--- config.mk ---
export PLATFORM = sky130hd
export DESIGN_NAME = smb_ptr_target
export DESIGN_NICKNAME = d
export VERILOG_FILES = /design/src/rtl/smb_pkg.sv /design/src/rtl/smb_line_sync.sv /design/src/rtl/smb_bit_shifter.sv /design/src/rtl/smb_ptr_port.sv /design/src/rtl/smb_ptr_target.sv
export SDC_FILE = /design/constraint.sdc
export NUM_CORES = 1
export LEC_CHECK = 0
export ABC_CLOCK_PERIOD_IN_PS = 2400
export BUFFER_PORTS_ARGS = -buffer_cell sky130_fd_sc_hd__buf_2
export CAP_MARGIN = 25
export CORE_MARGIN = 2
export CORE_UTILIZATION = 57
export DETAILED_ROUTE_END_ITERATION = 12
export PLACE_DENSITY = 0.82
export SLEW_MARGIN = 20
export SYNTH_ARGS = -nofsm -noshare
export SYNTH_HDL_FRONTEND = slang
export SYNTH_HIERARCHICAL = 1
export SYNTH_SLANG_ARGS = --single-unit
--- constraint.sdc ---
create_clock -name clk -period 2.4 [get_ports clk]
set_input_delay 0.12 -clock clk [delete_from_list [all_inputs] [get_ports clk]]
set_output_delay 0.12 -clock clk [all_outputs]
set_load 0.05 [all_outputs]
--- src/rtl/smb_pkg.sv ---
package smb_pkg;

    localparam int BYTE_W = 8;
    localparam int ADDR_W = 7;

    typedef enum logic [3:0] {
        ST_IDLE,
        ST_ADDR,
        ST_ADDR_ACK,
        ST_CMD,
        ST_CMD_ACK,
        ST_WDATA,
        ST_WDATA_ACK,
        ST_RDATA,
        ST_RDATA_ACK,
        ST_RD_MORE,
        ST_IGNORE
    } smb_state_e;

endpackage

--- src/rtl/smb_line_sync.sv ---
module smb_line_sync #(
    parameter int STAGES = 2
) (
    input  logic clk,
    input  logic rst_n,
    input  logic scl_in,
    input  logic sda_in,
    output logic scl_s,
    output logic sda_s,
    output logic scl_rise,
    output logic scl_fall,
    output logic start_det,
    output logic stop_det
);

    logic [STAGES-1:0] scl_pipe;
    logic [STAGES-1:0] sda_pipe;
    logic              scl_q;
    logic              sda_q;

    // Idle bus is high, so every stage resets high.
    always_ff @(posedge clk or negedge rst_n) begin
        if (!rst_n) begin
            scl_pipe <= '1;
            sda_pipe <= '1;
            scl_q    <= 1'b1;
            sda_q    <= 1'b1;
        end else begin
            scl_pipe <= {scl_pipe[STAGES-2:0], scl_in};
            sda_pipe <= {sda_pipe[STAGES-2:0], sda_in};
            scl_q    <= scl_pipe[STAGES-1];
            sda_q    <= sda_pipe[STAGES-1];
        end
    end

    assign scl_s     = scl_pipe[STAGES-1];
    assign sda_s     = sda_pipe[STAGES-1];
    assign scl_rise  = scl_s & ~scl_q;
    assign scl_fall  = ~scl_s & scl_q;
    // Data edges only count as conditions while the clock stays high.
    assign start_det = scl_s & scl_q & sda_q & ~sda_s;
    assign stop_det  = scl_s & scl_q & ~sda_q & sda_s;

endmodule

--- src/rtl/smb_bit_shifter.sv ---
module smb_bit_shifter #(
    parameter int BITS = 8
) (
    input  logic            clk,
    input  logic            rst_n,
    input  logic            clear,
    input  logic            shift_in,
    input  logic            shift_out,
    input  logic            load,
    input  logic [BITS-1:0] load_val,
    input  logic            sda_s,
    output logic [BITS-1:0] rx_next,
    output logic            last_bit,
    output logic            tx_next
);

    localparam int CNT_W = $clog2(BITS);

    logic [BITS-2:0]  rx_sr;
    logic [BITS-2:0]  tx_sr;
    logic [CNT_W-1:0] cnt;

    assign rx_next  = {rx_sr, sda_s};
    assign last_bit = (cnt == CNT_W'(BITS - 1));
    assign tx_next  = tx_sr[BITS-2];

    always_ff @(posedge clk or negedge rst_n) begin
        if (!rst_n) begin
            cnt   <= '0;
            rx_sr <= '0;
        end else if (clear) begin
            cnt   <= '0;
        end else if (shift_in) begin
            cnt   <= cnt + CNT_W'(1);
            rx_sr <= rx_next[BITS-2:0];
        end
    end

    // The top bit of a loaded byte goes straight to the pin; only the rest waits here.
    always_ff @(posedge clk or negedge rst_n) begin
        if (!rst_n) begin
            tx_sr <= '0;
        end else if (load) begin
            tx_sr <= load_val[BITS-2:0];
        end else if (shift_out) begin
            tx_sr <= {tx_sr[BITS-3:0], 1'b0};
        end
    end

endmodule

--- src/rtl/smb_ptr_port.sv ---
module smb_ptr_port #(
    parameter int PTR_W    = 8,
    parameter int DATA_W   = 8,
    parameter int NUM_REGS = 16
) (
    input  logic              clk,
    input  logic              rst_n,
    input  logic              ptr_load,
    input  logic [PTR_W-1:0]  ptr_val,
    input  logic              wr_req,
    input  logic [DATA_W-1:0] wr_val,
    input  logic [DATA_W-1:0] reg_rd_data,
    output logic [PTR_W-1:0]  reg_addr,
    output logic              reg_wr_en,
    output logic [DATA_W-1:0] reg_wr_data,
    output logic [DATA_W-1:0] rd_byte
);

    logic [PTR_W-1:0] ptr_q;
    logic             in_range;

    assign in_range = ({1'b0, ptr_q} < (PTR_W+1)'(NUM_REGS));
    assign reg_addr = ptr_q;
    assign rd_byte  = in_range ? reg_rd_data : '0;

    always_ff @(posedge clk or negedge rst_n) begin
        if (!rst_n) begin
            ptr_q       <= '0;
            reg_wr_en   <= 1'b0;
            reg_wr_data <= '0;
        end else begin
            if (ptr_load) begin
                ptr_q <= ptr_val;
            end
            reg_wr_en <= wr_req & in_range;
            if (wr_req) begin
                reg_wr_data <= wr_val;
            end
        end
    end

endmodule

--- src/rtl/smb_ptr_target.sv ---
module smb_ptr_target #(
    parameter logic [6:0] TGT_ADDR    = 7'h2E,
    parameter int         NUM_REGS    = 16,
    parameter int         SYNC_STAGES = 2
) (
    input  logic       clk,
    input  logic       rst_n,
    input  logic       scl_in,
    input  logic       sda_in,
    output logic       sda_pull,
    output logic [7:0] reg_addr,
    output logic       reg_wr_en,
    output logic [7:0] reg_wr_data,
    input  logic [7:0] reg_rd_data
);

    import smb_pkg::*;

    localparam int PTR_W = BYTE_W;

    logic scl_s, sda_s, scl_rise, scl_fall, start_det, stop_det;
    logic sh_clear, sh_in, sh_out, sh_load;
    logic [BYTE_W-1:0] rx_next;
    logic [BYTE_W-1:0] rd_byte;
    logic last_bit, tx_next;
    logic ptr_load, wr_req;

    smb_state_e state_q, state_d;
    logic       phase_q, phase_d;   // ack slot: 0 = waiting to drive, 1 = driving
    logic       rw_q, rw_d;
    logic       pull_q, pull_d;

    smb_line_sync #(.STAGES(SYNC_STAGES)) u_sync (
        .clk       (clk),
        .rst_n     (rst_n),
        .scl_in    (scl_in),
        .sda_in    (sda_in),
        .scl_s     (scl_s),
        .sda_s     (sda_s),
        .scl_rise  (scl_rise),
        .scl_fall  (scl_fall),
        .start_det (start_det),
        .stop_det  (stop_det)
    );

    smb_bit_shifter #(.BITS(BYTE_W)) u_shift (
        .clk       (clk),
        .rst_n     (rst_n),
        .clear     (sh_clear),
        .shift_in  (sh_in),
        .shift_out (sh_out),
        .load      (sh_load),
        .load_val  (rd_byte),
        .sda_s     (sda_s),
        .rx_next   (rx_next),
        .last_bit  (last_bit),
        .tx_next   (tx_next)
    );

    smb_ptr_port #(.PTR_W(PTR_W), .DATA_W(BYTE_W), .NUM_REGS(NUM_REGS)) u_ptr (
        .clk         (clk),
        .rst_n       (rst_n),
        .ptr_load    (ptr_load),
        .ptr_val     (rx_next),
        .wr_req      (wr_req),
        .wr_val      (rx_next),
        .reg_rd_data (reg_rd_data),
        .reg_addr    (reg_addr),
        .reg_wr_en   (reg_wr_en),
        .reg_wr_data (reg_wr_data),
        .rd_byte     (rd_byte)
    );

    // State register process.
    always_ff @(posedge clk or negedge rst_n) begin
        if (!rst_n) begin
            state_q <= ST_IDLE;
            phase_q <= 1'b0;
            rw_q    <= 1'b0;
        end else begin
            state_q <= state_d;
            phase_q <= phase_d;
            rw_q    <= rw_d;
        end
    end

    // Output register process.
    always_ff @(posedge clk or negedge rst_n) begin
        if (!rst_n) begin
            pull_q <= 1'b0;
        end else begin
            pull_q <= pull_d;
        end
    end

    assign sda_pull = pull_q;

    // Next state and per-cycle control.
    always_comb begin
        state_d  = state_q;
        phase_d  = phase_q;
        rw_d     = rw_q;
        pull_d   = pull_q;
        sh_clear = 1'b0;
        sh_in    = 1'b0;
        sh_out   = 1'b0;
        sh_load  = 1'b0;
        ptr_load = 1'b0;
        wr_req   = 1'b0;

        if (stop_det) begin
            state_d = ST_IDLE;
            phase_d = 1'b0;
            pull_d  = 1'b0;
        end else if (start_det) begin
            state_d  = ST_ADDR;
            phase_d  = 1'b0;
            pull_d   = 1'b0;
            sh_clear = 1'b1;
        end else begin
            unique case (state_q)
                ST_IDLE, ST_IGNORE: begin
                    pull_d = 1'b0;
                end
                ST_ADDR: begin
                    if (scl_rise) begin
                        sh_in = 1'b1;
                        if (last_bit) begin
                            if (rx_next[BYTE_W-1:1] == TGT_ADDR) begin
                                state_d = ST_ADDR_ACK;
                                rw_d    = rx_next[0];
                            end else begin
                                state_d = ST_IGNORE;
                            end
                        end
                    end
                end
                ST_ADDR_ACK: begin
                    if (scl_fall) begin
                        if (!phase_q) begin
                            pull_d  = 1'b1;
                            phase_d = 1'b1;
                        end else begin
                            phase_d  = 1'b0;
                            sh_clear = 1'b1;
                            if (rw_q) begin
                                state_d = ST_RDATA;
                                sh_load = 1'b1;
                                pull_d  = ~rd_byte[BYTE_W-1];
                            end else begin
                                state_d = ST_CMD;
                                pull_d  = 1'b0;
                            end
                        end
                    end
                end
                ST_CMD: begin
                    if (scl_rise) begin
                        sh_in = 1'b1;
                        if (last_bit) begin
                            ptr_load = 1'b1;
                            state_d  = ST_CMD_ACK;
                        end
                    end
                end
                ST_CMD_ACK: begin
                    if (scl_fall) begin
                        if (!phase_q) begin
                            pull_d  = 1'b1;
                            phase_d = 1'b1;
                        end else begin
                            phase_d  = 1'b0;
                            pull_d   = 1'b0;
                            sh_clear = 1'b1;
                            state_d  = ST_WDATA;
                        end
                    end
                end
                ST_WDATA: begin
                    if (scl_rise) begin
                        sh_in = 1'b1;
                        if (last_bit) begin
                            wr_req  = 1'b1;
                            state_d = ST_WDATA_ACK;
                        end
                    end
                end
                ST_WDATA_ACK: begin
                    if (scl_fall) begin
                        if (!phase_q) begin
                            pull_d  = 1'b1;
                            phase_d = 1'b1;
                        end else begin
                            phase_d = 1'b0;
                            pull_d  = 1'b0;
                            state_d = ST_IGNORE;
                        end
                    end
                end
                ST_RDATA: begin
                    if (scl_rise) begin
                        sh_in = 1'b1;
                        if (last_bit) begin
                            state_d = ST_RDATA_ACK;
                        end
                    end else if (scl_fall) begin
                        sh_out = 1'b1;
                        pull_d = ~tx_next;
                    end
                end
                ST_RDATA_ACK: begin
                    if (scl_fall && !phase_q) begin
                        pull_d  = 1'b0;
                        phase_d = 1'b1;
                    end else if (scl_rise && phase_q) begin
                        phase_d = 1'b0;
                        state_d = sda_s ? ST_IGNORE : ST_RD_MORE;
                    end
                end
                ST_RD_MORE: begin
                    if (scl_fall) begin
                        sh_clear = 1'b1;
                        sh_load  = 1'b1;
                        pull_d   = ~rd_byte[BYTE_W-1];
                        state_d  = ST_RDATA;
                    end
                end
                default: begin
                    state_d = ST_IDLE;
                    pull_d  = 1'b0;
                end
            endcase
        end
    end

endmodule

; Word-level counts from Yosys, hierarchy flattened
; Index checks and enable logic that the tools add are counted.
[totals]
wordCells = 161
output_inout_bits = 18
ff_bits = 47
in_bits = 12
[op_classes]
n_bitwise = 17
reduce_logical = 18
muxes = 73
eq_ne = 37
n_lt_le_gt_ge = 1
addsub = 1
[ops]
columns = operator, count
row1 = $mux W4, 20
row2 = $ne A4 B4 Y1 const B, 20
row3 = $mux W1, 41
row4 = $pmux W4 S10, 1
row5 = $reduce_and A18 Y1, 1
row6 = $eq A4 B3 Y1 const B, 4
row7 = $mux W7, 2
row8 = $eq A4 B4 Y1 const B, 3
row9 = $mux W3, 3
row10 = $not A1 Y1, 9
row11 = $and A1 B1 Y1, 8
row12 = $eq A4 B2 Y1 const B, 2
row13 = $lt A8 B5 Y1 const B, 1
row14 = $mux W8, 1
row15 = $ne A4 B1 Y1 const B, 2
row16 = $eq A7 B6 Y1 const B, 1
row17 = $reduce_and A7 Y1, 1
row18 = $pmux W1 S2, 3
row19 = $pmux W1 S6, 1
row20 = $reduce_and A6 Y1, 1
row21 = $reduce_or A2 Y1, 3
row22 = $reduce_or A3 Y1, 2
row23 = $ne A5 B5 Y1 const B, 1
row24 = $eq A4 B1 Y1 const B, 1
row25 = other kinds (13), 15

; Logic depth before layout (Yosys ltp)
; Gate-level depths: netlist of run 1.
[logic_depth]
ltp_word = 9
mapped_depth = 9
mapped_depth_nobuf = 7

; By module
; Netlist of run 1, hierarchy kept.
[by_module_without_submodules]
columns = module, n_inst, seq_area_each_um2, area_per_inst_um2, cells_each
row1 = smb_ptr_target, 1, 175.2, 773.2, 100
row2 = smb_bit_shifter, 1, 425.4, 762.0, 57
row3 = smb_ptr_port, 1, 425.4, 693.2, 45
row4 = smb_line_sync, 1, 157.7, 190.2, 10

; Worst setup path after synthesis of run 1
; Ideal clock, no wire load.
[synth_path]
kind = register -> register
start = reg u_sync.sda_pipe[1]
end = reg u_shift.tx_sr[3]
n_path_buf = 1
path_stages_with_launch = 7
setup_slack_ps = 345
required_time_ps = 2265
arrival_ps = 1919
setup_time_ps = 135
synth_period_minus_slack_ps = 2055
cell_sequence = dfstp_2 > and4b_1 > nor2_1 > nand2_1 > a211oi_1 > clkbuf_1 > o21ai_0
[synth_between]
elab_chain_cells = 5
elab_cells_between_ends = 9
classes_between = mux (5) / bitwise (3) / reduce/logical (1)
[synth_rtl]
columns = element, line_no
row1 = from (decl), smb_line_sync.sv:17  ; logic [STAGES-1:0] sda_pipe;
row2 = from (signal assigned), smb_line_sync.sv:30  ; sda_pipe <= {sda_pipe[STAGES-2:0], sda_in};
row3 = $not A1 Y1 (*), smb_line_sync.sv:41  ; assign start_det = scl_s & scl_q & sda_q & ~sda_s;
row4 = $and A1 B1 Y1 (*), smb_line_sync.sv:41
row5 = named net start_det, smb_ptr_target.sv:21  ; logic scl_s, sda_s, scl_rise, scl_fall, start_det, stop_det;
row6 = $mux W1 (*), smb_ptr_target.sv:115  ; end else if (start_det) begin
row7 = $mux W1 (*), smb_ptr_target.sv:111  ; if (stop_det) begin
row8 = named net sh_load, smb_ptr_target.sv:22  ; logic sh_clear, sh_in, sh_out, sh_load;
row9 = $mux W7 or $reduce_bool A2 Y1 (tied branches), n/a
row10 = to (signal assigned), smb_bit_shifter.sv:44  ; tx_sr <= load_val[BITS-2:0];
row11 = to (signal assigned), smb_bit_shifter.sv:46  ; tx_sr <= {tx_sr[BITS-3:0], 1'b0};
row12 = to (decl), smb_bit_shifter.sv:20  ; logic [BITS-2:0] tx_sr;
; The timed path passes the listed nets; every way through them passes the cells marked *.
; A chain may end at the register's enable or synchronous reset.

; Worst setup path in the final report of run 1
[layout_path]
start = reg u_sync.sda_pipe[1]
end = reg u_ptr.reg_wr_data[7]
[layout_between]
elab_chain_cells = 4
elab_cells_between_ends = 5
classes_between = mux (2) / bitwise (3)
[layout_rtl]
columns = element, line_no
row1 = $not A1 Y1, smb_line_sync.sv:41
row2 = $and A1 B1 Y1, smb_line_sync.sv:41
row3 = named net start_det, smb_ptr_target.sv:21
row4 = $mux W1, smb_ptr_target.sv:115
row5 = $mux W1, smb_ptr_target.sv:111
row6 = named net wr_req, smb_ptr_target.sv:26  ; logic ptr_load, wr_req;
row7 = to (signal assigned), smb_ptr_port.sv:37  ; reg_wr_data <= wr_val;
row8 = to (decl), smb_ptr_port.sv:15  ; output logic [DATA_W-1:0] reg_wr_data,
; The timed path passes the listed nets, and every way through them passes these cells.

==> results of run 1 <==
==> sequential cells by signal (all words and copies together) (netlist names) <==
name               flops
u_ptr/reg_addr         8
u_ptr/reg_wr_data      8
u_shift/rx_sr          7
u_shift/tx_sr          7
state_q                4
u_shift/cnt            3
u_sync/scl_pipe        2
u_sync/sda_pipe        2
phase_q                1
rw_q                   1
sda_pull               1
u_ptr/reg_wr_en        1
u_sync/scl_q           1
u_sync/sda_q           1
==> tightest hold or removal path: stages <==
cell	delay (ns)
buf_2	0.07
and2_1	0.10
nand2_1	0.04
o21ai_0	0.06
==> Yosys cell counts, types with 2 or more instances <==
| cell type | instances |
|---|---|
| dfrtp_1 | 41 |
| nand2_1 | 19 |
| mux2_2 | 17 |
| nor2_1 | 13 |
| o21ai_0 | 11 |
| and2_1 | 9 |
| mux2i_1 | 9 |
| buf_2 | 7 |
| mux2_4 | 7 |
| a21oi_1 | 6 |
| dfstp_2 | 6 |
| nor3_1 | 4 |
| o22ai_1 | 4 |
| and4b_1 | 3 |
| inv_1 | 3 |
| nor2b_1 | 3 |
| nor4_1 | 3 |
| a211oi_1 | 2 |
| a2bb2oi_1 | 2 |
| a31oi_1 | 2 |
| and3b_1 | 2 |
| buf_4 | 2 |
| buf_6 | 2 |
| ha_1 | 2 |
| nand2b_1 | 2 |
| nand3_1 | 2 |
| xnor2_1 | 2 |
==> how the worst min path moves through the flow <==
stage                                          endpoint  slack, ns  cells after the start
after floorplan                     phase_q$_DFFE_PN0P_      -0.18                      0
after global placement     u_sync/scl_pipe[0]$_DFF_PN1_       0.23                      1
after detailed placement   u_sync/scl_pipe[0]$_DFF_PN1_       0.23                      1
after CTS                 u_ptr/reg_addr[1]$_DFFE_PN0P_       0.01                      1
after global routing       u_shift/tx_sr[4]$_DFFE_PN0P_       0.15                      4
final                      u_shift/tx_sr[5]$_DFFE_PN0P_       0.13                      4
==> power groups by stage <==
stage	Combinational [mW]	Clock [mW]	Sequential, mW
after global placement	0.537	0	0.940
after global routing	0.627	0.661	0.940
after CTS	0.550	0.624	0.927
after floorplan	0.428	0	0.927
final	0.556	0.612	0.929
after detailed placement	0.544	0	0.942
==> final cells by class <==
cell class	instances	area (sq um)
clock buffers	6	82.6
clock inverters	2	38.8
fillers	312	1230
inverters	3	11.3
multi-input cells	150	1150
flip-flops and latches	47	1180
well taps	50	62.6
repair buffers	44	268
==> what timing repair did <==
action                    4_1_cts  5_1_grt
hold endpoints to repair        2       41
buffers inserted                0        0
resized for setup               0        0
hold buffers                    2        1
==> per-layer routing <==
| metal | GRT usage (%) | share of wire [%] | vias to the layer above |
|---|---|---|---|
| li1 | - | - | 842 |
| met1 | 30.3 | 43 | 852 |
| met2 | 35.5 | 49 | 64 |
| met3 | 4.53 | 5.9 | 8 |
| met4 | 7.19 | 1.8 | 0 |
| met5 | 0 | 0 | - |
==> cell families (layout without fill, tap and decap cells) <==
| logic type | count (synthesis) | after routing |
|---|---|---|
| AND/OR/NAND/NOR | 72 | 72 |
| flip-flops | 47 | 47 |
| multiplexers | 33 | 33 |
| XOR/XNOR | 3 | 3 |
| buffers and inverters | 15 | 55 |
| AO/OA/AOI/OAI | 40 | 40 |
| adder cells (fa/ha/maj) | 2 | 2 |
==> flow_metrics.py, run 1 <==
metrics = {
    "outcome": {
        "status": "completed",
    },
    "synthesis": {
        "syn_inst": 212,
        "synth_compound_area_share_pct": 12.0,
        "yosys-top-cells-area": "dfrtp_1 42%, mux2_2 7.9%, dfstp_2 6.5%",
        "avgSynthCellArea_sq_um": 11.4,
        "ys_types": 54,
        "synth_nets": 226,
        "synth_seq_cells": 47,
        "synth_mux_area_share_pct": 16.0,
        "ys_warn_count": 6,
        "synthArstFlopShare_pct": 100,
        "synth_xor_xnor_area_share_pct": 1.09,
        "netlist_area_sq_um": 2420,
        "yosys.area.top_type_share_pct": 42.4,
        "synth_edf_count": 0,
        "synth_top_family_by_area": "simple AND/OR/NAND/NOR gates",
        "ys.flop_type": "dfrtp_1",
        "yosysSeqAreaShare_pct": 48.9,
        "yosysTopAreaCell": "dfrtp_1",
        "synth-simple-area-share_pct": 17.4,
        "synthAdderAreaFrac_pct": 1.03,
    },
    "critical_path": {
        "required_ns": 2.59,
        "cp_max_fo": 9,
        "cp_slowest_cell": "dfstp_2",
        "worst-path-stages": 5,
        "r2r_cells": 5,
        "path_buf_inv": 1,
        "cp-start-kind": "flop",
        "critical_path_class": "reg -> reg",
        "reg2reg_from": "u_sync/sda_pipe[1]$_DFF_PN1_",
        "critPathMaxStageDelay_ns": 0.62,
        "r2r_slack_ns": 0.19,
        "reg2reg_to": "u_ptr/reg_wr_data[7]$_DFFE_PN0P_",
        "cp_cell_sequence": "and4b_1, or2_2, nor4_2, buf_4, mux2_2",
        "endpoint_kind": "flop",
        "crit_family": "simple AND/OR/NAND/NOR gates",
        "startpoint": "u_sync/sda_pipe[1]$_DFF_PN1_",
        "cp_data_arrival_time_ns": 2.39,
        "cp-endpoint": "u_ptr/reg_wr_data[7]$_DFFE_PN0P_",
    },
    "placed_design": {
        "place.gp.congestion": 0.903,
        "placed_area_sq_um": 2650,
        "hpwl_um": 3300,
        "dp.cells": 291,
        "portBuffers": 29,
        "pre_cts_ws_ns": 0.261,
    },
    "clock_network": {
        "cts.path.max_buffers": 2,
        "cts-root-buf": "clkbuf_8",
        "clkLatencyLatePin_ns": 0.30,
        "clk_pin_slew_ns": 0.09,
        "h-tree-depth": 2,
        "numCtsBuffers": 5,
        "cts_tree": "built",
        "cts_sinks": 47,
    },
    "floorplan": {
        "die_w_um": 69.1,
        "die_h_um": 69.1,
        "row_count": 23,
        "core_sq_um": 4030,
        "design.die.area_sq_um": 4780,
        "pin_count": 30,
        "initial_utilization_pct": 60.0,
    },
    "timing": {
        "min_period_ns": 2.21,
        "finalMaxSlewViolations": 0,
        "rsz0062_at_grt": "false",
        "fin_crit_sh_pct": 92.0,
        "hold_violations": 0,
        "setup_ws_ns": 0.191,
        "fmax_ghz": 0.453,
        "finalSetupTns_ns": 0,
        "maxSlewHeadroom_pct": 63.2,
        "whs_ns": 0.125,
        "max_slew.worst_pin.slew_ns": 0.552,
        "fin_skew_ns": 0.00216,
        "setup_violations": 0,
    },
    "detailed_routing": {
        "drtPass1Iterations": 5,
        "ant_nets": 0,
        "num_vias": 1766,
        "drt-total-wl_um": 4810,
        "drc": 0,
        "avgRoutedWirePerCell_um": 15.9,
        "drt-initial-drc-count": 135,
        "vias_per_cell": 5.85,
    },
    "grt": {
        "grt_max_degree": 48,
        "grt_antenna_before_repair": 0,
        "grt_pass1_wl_um": 8550,
        "grt_use_total_pct": 22.1,
        "first_global_vias": 1808,
        "grt_overflow": 0,
    },
    "power_and_ir_drop": {
        "internal_power_mw": 1.42,
        "seqPwrFrac_pct": 44.3,
        "power.total_mw": 2.10,
        "switching_share_pct": 32.2,
        "combPwrFrac_pct": 26.5,
        "clkPwrFrac_pct": 29.2,
        "vdd_drop_max_mv": 0.494,
        "p_per_area_nw_per_um2": 749,
        "p_sw_mw": 0.674,
        "total_leakage_power_nw": 1.29,
    },
    "layout": {
        "finish.utilization_pct": 69.5,
        "layout-drive-gt1-share_pct": 35.3,
        "final_common_cell": "dfrtp_1",
        "n_antenna_cell": 0,
        "final_area_sq_um": 2800,
        "area_growth_pct": 15.8,
        "fin_cells": 302,
        "nNetsFinal": 265,
        "final_cell_mix": "41 x dfrtp_1, 28 x buf_2, 19 x nand2_1",
    },
    "job": {
        "maxCapViolCount": 0,
    },
    "worst_hold_path": {
        "min_from": "reg_rd_data[5]",
        "hp-class": "in -> reg",
    },
}
(Power assumes the default switching activity.)
==> run 2, diff against run 1 <==
--- a/config.mk
+++ b/config.mk
@@ -8,8 +8,10 @@
 export ABC_CLOCK_PERIOD_IN_PS = 2400
 export BUFFER_PORTS_ARGS = -buffer_cell sky130_fd_sc_hd__buf_2
 export CAP_MARGIN = 25
+export CELL_PAD_IN_SITES_DETAIL_PLACEMENT = 2
+export CELL_PAD_IN_SITES_GLOBAL_PLACEMENT = 2
 export CORE_MARGIN = 2
-export CORE_UTILIZATION = 57
+export CORE_UTILIZATION = 38
 export DETAILED_ROUTE_END_ITERATION = 12
 export PLACE_DENSITY = 0.82
 export SLEW_MARGIN = 20
==> run 2 against run 1 <==
Against the previous run:
- via count grew 4.4%
- highest routed layer unchanged
- core utilization shrank 24 points
- clock skew grew 0.0044 ns
- final area grew 1.3%
- first-iteration DRC count shrank 8.1%
- largest power group unchanged
- sequential power grew 3.7%
==> flow_metrics.py, run 2 (same netlist as run 1, synthesis figures left out) <==
metrics = {
    "placed_design": {
        "portBuffers": 29,
        "placed_area_sq_um": 2720,
        "hpwl_um": 5000,
        "place.gp.congestion": 0.803,
    },
    "detailed_routing": {
        "ant_nets": 0,
        "drt-total-wl_um": 6910,
        "drc": 0,
        "vias_per_cell": 5.52,
        "drt-initial-drc-count": 124,
        "drtPass1Iterations": 4,
        "num_vias": 1844,
        "avgRoutedWirePerCell_um": 20.7,
    },
    "clock_network": {
        "h-tree-depth": 2,
        "cts_sinks": 47,
        "cts_tree": "built",
        "cts.path.max_buffers": 2,
        "cts-root-buf": "clkbuf_8",
        "clkLatencyLatePin_ns": 0.30,
        "clk_pin_slew_ns": 0.10,
        "numCtsBuffers": 5,
    },
    "critical_path": {
        "cp-start-kind": "flop",
        "critical_path_class": "reg -> reg",
        "cp_cell_sequence": "and4b_1, or2_2, nor4_2, buf_4, mux2_2",
        "r2r_slack_ns": 0.11,
        "cp_max_fo": 9,
        "critPathMaxStageDelay_ns": 0.65,
        "endpoint_kind": "flop",
        "r2r_cells": 5,
        "reg2reg_to": "u_ptr/reg_wr_data[1]$_DFFE_PN0P_",
        "required_ns": 2.59,
        "reg2reg_from": "u_sync/sda_pipe[1]$_DFF_PN1_",
        "cp_slowest_cell": "dfstp_2",
        "cp_data_arrival_time_ns": 2.48,
    },
    "layout": {
        "final_common_cell": "dfrtp_1",
        "final_area_sq_um": 2840,
        "layout-drive-gt1-share_pct": 36.6,
        "n_antenna_cell": 0,
        "register_area_sq_um": 1180,
        "area_growth_pct": 17.3,
        "multi_input_area_sq_um": 1150,
        "nNetsFinal": 270,
        "final_cell_mix": "41 x dfrtp_1, 29 x buf_2, 19 x nand2_1",
        "finish.utilization_pct": 45.5,
        "fillers": 678,
    },
    "timing": {
        "finalMaxSlewViolations": 0,
        "maxSlewHeadroom_pct": 52.7,
        "fin_crit_sh_pct": 95.4,
        "fin_skew_ns": 0.00657,
        "fmax_ghz": 0.437,
        "max_slew.worst_pin.slew_ns": 0.709,
        "whs_ns": 0.136,
        "min_period_ns": 2.29,
        "rsz0062_at_grt": "true",
        "hold_violations": 0,
        "setup_violations": 0,
    },
    "power_and_ir_drop": {
        "p_per_area_nw_per_um2": 725,
        "total_leakage_power_nw": 1.29,
        "vdd_drop_max_mv": 0.366,
    },
    "grt": {
        "grt_pass1_wl_um": 11100,
        "grt_max_degree": 20,
        "grt_use_total_pct": 20.5,
        "grt_antenna_before_repair": 0,
        "grt_overflow": 0,
        "first_global_vias": 2023,
    },
    "worst_hold_path": {
        "min_to": "u_shift/tx_sr[3]$_DFFE_PN0P_",
        "hp-class": "in -> reg",
        "min_from": "reg_rd_data[3]",
        "hold_depth": 4,
    },
    "floorplan": {
        "core_sq_um": 6240,
        "die_h_um": 83.8,
        "design.die.area_sq_um": 7020,
        "initial_utilization_pct": 38.8,
        "row_count": 29,
        "pin_count": 30,
        "die_w_um": 83.8,
    },
    "outcome": {
        "status": "completed",
    },
    "job": {
        "maxCapViolCount": 0,
    },
}
## run 2: cell types whose count changed in the layout (fill, tap and decap cells not counted)
cell        delta
buf_4          +4
and3b_1        -1
and3b_2        +1
buf_2          +1
bufinv_16      -1
clkbuf_1       +1
clkbuf_8       -1
clkinvlp_4     +1
## run 2: critical path, delay by kind of cell (launching register included)
kind | cells | cell delay (ns)
flops | 1 | 0.65
simple gates | 3 | 0.94
mux | 1 | 0.35
buf+inv | 1 | 0.23
## run 2: repair_timing
item / in CTS / in global routing
resized for setup: 0 / 1
endpoints found under the hold margin: 16 / 0
hold buffers: 3 / 0
setup buffers: 0 / 0
setup endpoints to repair: 0 / 5
## run 2: per-stage QoR
step	instances	TNS [ns]	power (mW)	worst slack, ns
3_3_place_gp	323	0	1.53	0.263
4_1_cts	334	0	2.07	0.129
3_5_place_dp	323	0	1.56	0.161
6_report	334	0	2.06	0.110
5_1_grt	334	-0.00599	2.17	-0.00599
2_1_floorplan	212	0	1.35	0.345
## run 2: report_power, final
| part | switching (mW) | internal (mW) |
|---|---|---|
| clock network | 0.293 | 0.210 |
| registers | 0.116 | 0.846 |
| logic | 0.336 | 0.255 |
| total | 0.745 | 1.31 |
## run 2: final cells by class
type	count	area share, %
Inverter	3	0.397
Tap cell	77	3.40
Timing Repair Buffer	49	10.7
Clock buffer	6	2.56
Multi-Input combinational cell	150	40.7
Sequential cell	47	41.7
Clock inverter	2	0.573
## run 2: how the worst max path moves through the flow
| stage | start | endpoint | slack, ns | cells past startpoint |
|---|---|---|---|---|
| finish | u_sync/sda_pipe[1]$_DFF_PN1_ | u_ptr/reg_wr_data[1]$_DFFE_PN0P_ | 0.11 | 5 |
| global route | u_sync/sda_pipe[1]$_DFF_PN1_ | u_shift/rx_sr[6]$_DFFE_PN0P_ | -0.006 | 5 |
| CTS | u_sync/sda_pipe[1]$_DFF_PN1_ | u_shift/rx_sr[6]$_DFFE_PN0P_ | 0.13 | 5 |
| detailed placement | u_sync/sda_pipe[1]$_DFF_PN1_ | state_q[3]$_DFFE_PN0P_ | 0.16 | 5 |
| global placement | u_sync/sda_pipe[1]$_DFF_PN1_ | u_ptr/reg_wr_data[4]$_DFFE_PN0P_ | 0.26 | 5 |
| floorplan | u_sync/sda_pipe[1]$_DFF_PN1_ | u_shift/tx_sr[3]$_DFFE_PN0P_ | 0.35 | 6 |
## run 2: routing by layer
| metal | global-route usage [%] | vias up | wire, um |
|---|---|---|---|
| li1 | - | 855 | - |
| met1 | 25.3 | 946 | 2990 |
| met2 | 35.6 | 31 | 3550 |
| met3 | 3.17 | 12 | 158 |
| met4 | 9.09 | 0 | 209 |
| met5 | 0 | - | 0 |
==> run 3, diff against run 2 <==
--- a/config.mk
+++ b/config.mk
@@ -5,15 +5,16 @@
 export SDC_FILE = /design/constraint.sdc
 export NUM_CORES = 1
 export LEC_CHECK = 0
+export ABC_AREA = 1
 export ABC_CLOCK_PERIOD_IN_PS = 2400
 export BUFFER_PORTS_ARGS = -buffer_cell sky130_fd_sc_hd__buf_2
 export CAP_MARGIN = 25
 export CELL_PAD_IN_SITES_DETAIL_PLACEMENT = 2
 export CELL_PAD_IN_SITES_GLOBAL_PLACEMENT = 2
 export CORE_MARGIN = 2
-export CORE_UTILIZATION = 38
+export CORE_UTILIZATION = 33
 export DETAILED_ROUTE_END_ITERATION = 12
-export PLACE_DENSITY = 0.82
+export PLACE_DENSITY = 0.81
 export SLEW_MARGIN = 20
 export SYNTH_ARGS = -nofsm -noshare
 export SYNTH_HDL_FRONTEND = slang
==> run 3 against run 2 <==
Against the previous run:
- clock power increased by 6.6%
- routed wire length rose by 7.3%
- die area up 19%
- worst hold slack worse by 0.0037 ns
- critical path type unchanged
- highest routed layer unchanged
==> flow_metrics.py, run 3 <==
metrics = {
    "timing": {
        "fin_crit_sh_pct": 86.4,
        "finalMaxSlewViolations": 0,
        "finalSetupTns_ns": 0,
        "fin_skew_ns": 0.0116,
        "max_slew.worst_pin.slew_ns": 0.570,
        "rsz0062_at_grt": "false",
        "maxSlewHeadroom_pct": 62.0,
        "hold_violations": 0,
        "min_period_ns": 2.07,
        "setup_violations": 0,
        "fmax_ghz": 0.482,
    },
    "layout": {
        "layout-drive-gt1-share_pct": 22.3,
        "fillers": 863,
        "nNetsFinal": 390,
        "multi_input_area_sq_um": 1120,
        "register_area_sq_um": 1180,
        "area_growth_pct": 17.1,
        "finish.utilization_pct": 40.2,
        "final_common_cell": "nand2_1",
        "final_cell_mix": "118 x nand2_1, 41 x dfrtp_1, 37 x nor2_1",
        "n_antenna_cell": 0,
    },
    "synthesis": {
        "synth-simple-area-share_pct": 36.9,
        "synthArstFlopShare_pct": 100,
        "synth_edf_count": 0,
        "synth_mux_area_share_pct": 0,
        "ys.flop_type": "dfrtp_1",
        "synth_top_family_by_area": "simple AND/OR/NAND/NOR gates",
        "synthAdderAreaFrac_pct": 0.994,
        "avgSynthCellArea_sq_um": 7.56,
        "yosys-top-cells-area": "dfrtp_1 41%, nand2_1 18%, dfstp_2 6.3%",
        "yosysTopAreaCell": "dfrtp_1",
        "synth_nets": 347,
        "syn_inst": 333,
        "synth_compound_area_share_pct": 6.46,
        "netlist_area_sq_um": 2520,
        "yosysSeqAreaShare_pct": 47.0,
        "ys_types": 29,
        "synth_xor_xnor_area_share_pct": 0,
        "synth_seq_cells": 47,
        "yosys.area.top_type_share_pct": 40.7,
        "ys_warn_count": 6,
        "synthTopCellsByCount": "118 x nand2_1, 41 x dfrtp_1, 37 x nor2_1",
        "yosysMostFrequentCell": "nand2_1",
    },
    "grt": {
        "grt_overflow": 0,
        "first_global_vias": 2573,
        "grt_use_total_pct": 19.0,
        "grt_antenna_before_repair": 0,
        "grt_max_degree": 26,
        "grt_pass1_wl_um": 12800,
    },
    "detailed_routing": {
        "num_vias": 2326,
        "avgRoutedWirePerCell_um": 15.6,
        "drt-total-wl_um": 7420,
        "drt-initial-drc-count": 38,
        "vias_per_cell": 4.89,
        "drtPass1Iterations": 4,
        "drc": 0,
        "ant_nets": 0,
    },
    "floorplan": {
        "die_h_um": 91.4,
        "initial_utilization_pct": 34.4,
        "die_w_um": 91.4,
        "design.die.area_sq_um": 8350,
        "core_sq_um": 7330,
        "row_count": 31,
        "pin_count": 30,
    },
    "clock_network": {
        "clkLatencyLatePin_ns": 0.31,
        "cts_sinks": 47,
        "cts_tree": "built",
        "h-tree-depth": 2,
        "cts-root-buf": "clkbuf_8",
        "clk_pin_slew_ns": 0.10,
        "cts.path.max_buffers": 2,
        "numCtsBuffers": 5,
    },
    "placed_design": {
        "place.gp.congestion": 0.830,
        "hpwl_um": 5670,
        "portBuffers": 29,
    },
    "critical_path": {
        "r2r_slack_ns": 0.33,
        "required_ns": 2.63,
        "cp-start-kind": "flop",
        "cp_data_arrival_time_ns": 2.30,
        "endpoint_kind": "flop",
        "cp_max_fo": 9,
        "critical_path_class": "reg -> reg",
    },
    "power_and_ir_drop": {
        "vdd_drop_max_mv": 0.252,
        "total_leakage_power_nw": 1.54,
        "p_per_area_nw_per_um2": 833,
    },
    "outcome": {
        "status": "completed",
    },
    "job": {
        "maxCapViolCount": 0,
    },
    "worst_hold_path": {
        "hp-class": "in -> reg",
    },
}
## run 3: routing by layer
layer  GRT usage, %  share of wire (%)  up-vias
met5              0                  0        -
met4           4.04                1.4        0
met3           2.90                2.0       10
met2           34.6                 51       24
met1           23.6                 45     1173
li1               -                  -     1119
## run 3: layout make-up
type | count | area share [%]
clock buffers | 5 | 2.33
clock inverters | 3 | 0.933
inverters | 42 | 5.52
multi-input cells | 238 | 38.0
flip-flops and latches | 47 | 40.1
well taps | 99 | 4.20
repair buffers | 42 | 8.91
## run 3: kinds of logic after synthesis
| logic type | count (synthesis) |
|---|---|
| compound gates | 29 |
| fa+ha+maj | 2 |
| buf+inv | 48 |
| flops | 47 |
| simple gates | 207 |
## run 3: through the flow
step	worst slack, ns	power, mW	cells	hold slack, ns	cell area [sq um]
after detailed placement	0.0953	1.94	465	0.151	2820
after global routing	0.129	2.65	476	0.139	2950
after global placement	0.178	1.89	465	0.157	2820
final	0.326	2.46	476	0.132	2950
after CTS	0.0338	2.49	476	0.128	2950
after floorplan	0.615	1.67	333	-0.176	2520
## run 3: final timing paths
path	cells after the start	end	from
max in group asynchronous	3	u_ptr/reg_wr_data[6]$_DFFE_PN0P_	rst_n
min in group asynchronous	2	state_q[3]$_DFFE_PN0P_	rst_n
max reg2reg	9	u_ptr/reg_addr[3]$_DFFE_PN0P_	u_sync/sda_pipe[1]$_DFF_PN1_
min reg2reg	0	u_sync/scl_pipe[1]$_DFF_PN1_	u_sync/scl_pipe[0]$_DFF_PN1_
max	9	u_ptr/reg_addr[3]$_DFFE_PN0P_	u_sync/sda_pipe[1]$_DFF_PN1_
min	5	u_shift/tx_sr[0]$_DFFE_PN0P_	reg_rd_data[0]
## run 3: repair_timing
action	in CTS	in global routing
endpoints found under the hold margin	18	0
setup buffers	0	0
endpoints found under the setup margin	0	6
hold buffers	3	0
resized for setup	0	1
## run 3: report_power, final
part           switching, mW  internal (mW)  total (mW)  leakage [nW]
logic                  0.573          0.290       0.863         0.893
registers              0.126          0.932        1.06         0.598
clock network          0.320          0.217       0.536        0.0467
total                   1.02           1.44        2.46          1.54
## run 3: critical path, stage by stage, from the launching register on
cell and delay, ns:
dfstp_2 0.62, inv_1 0.07, nand2_1 0.06, nor2_1 0.11, nor2_8 0.20, nand3_1 0.18, nor3_1 0.35, buf_4 0.23
nand2_1 0.06, o21ai_0 0.09
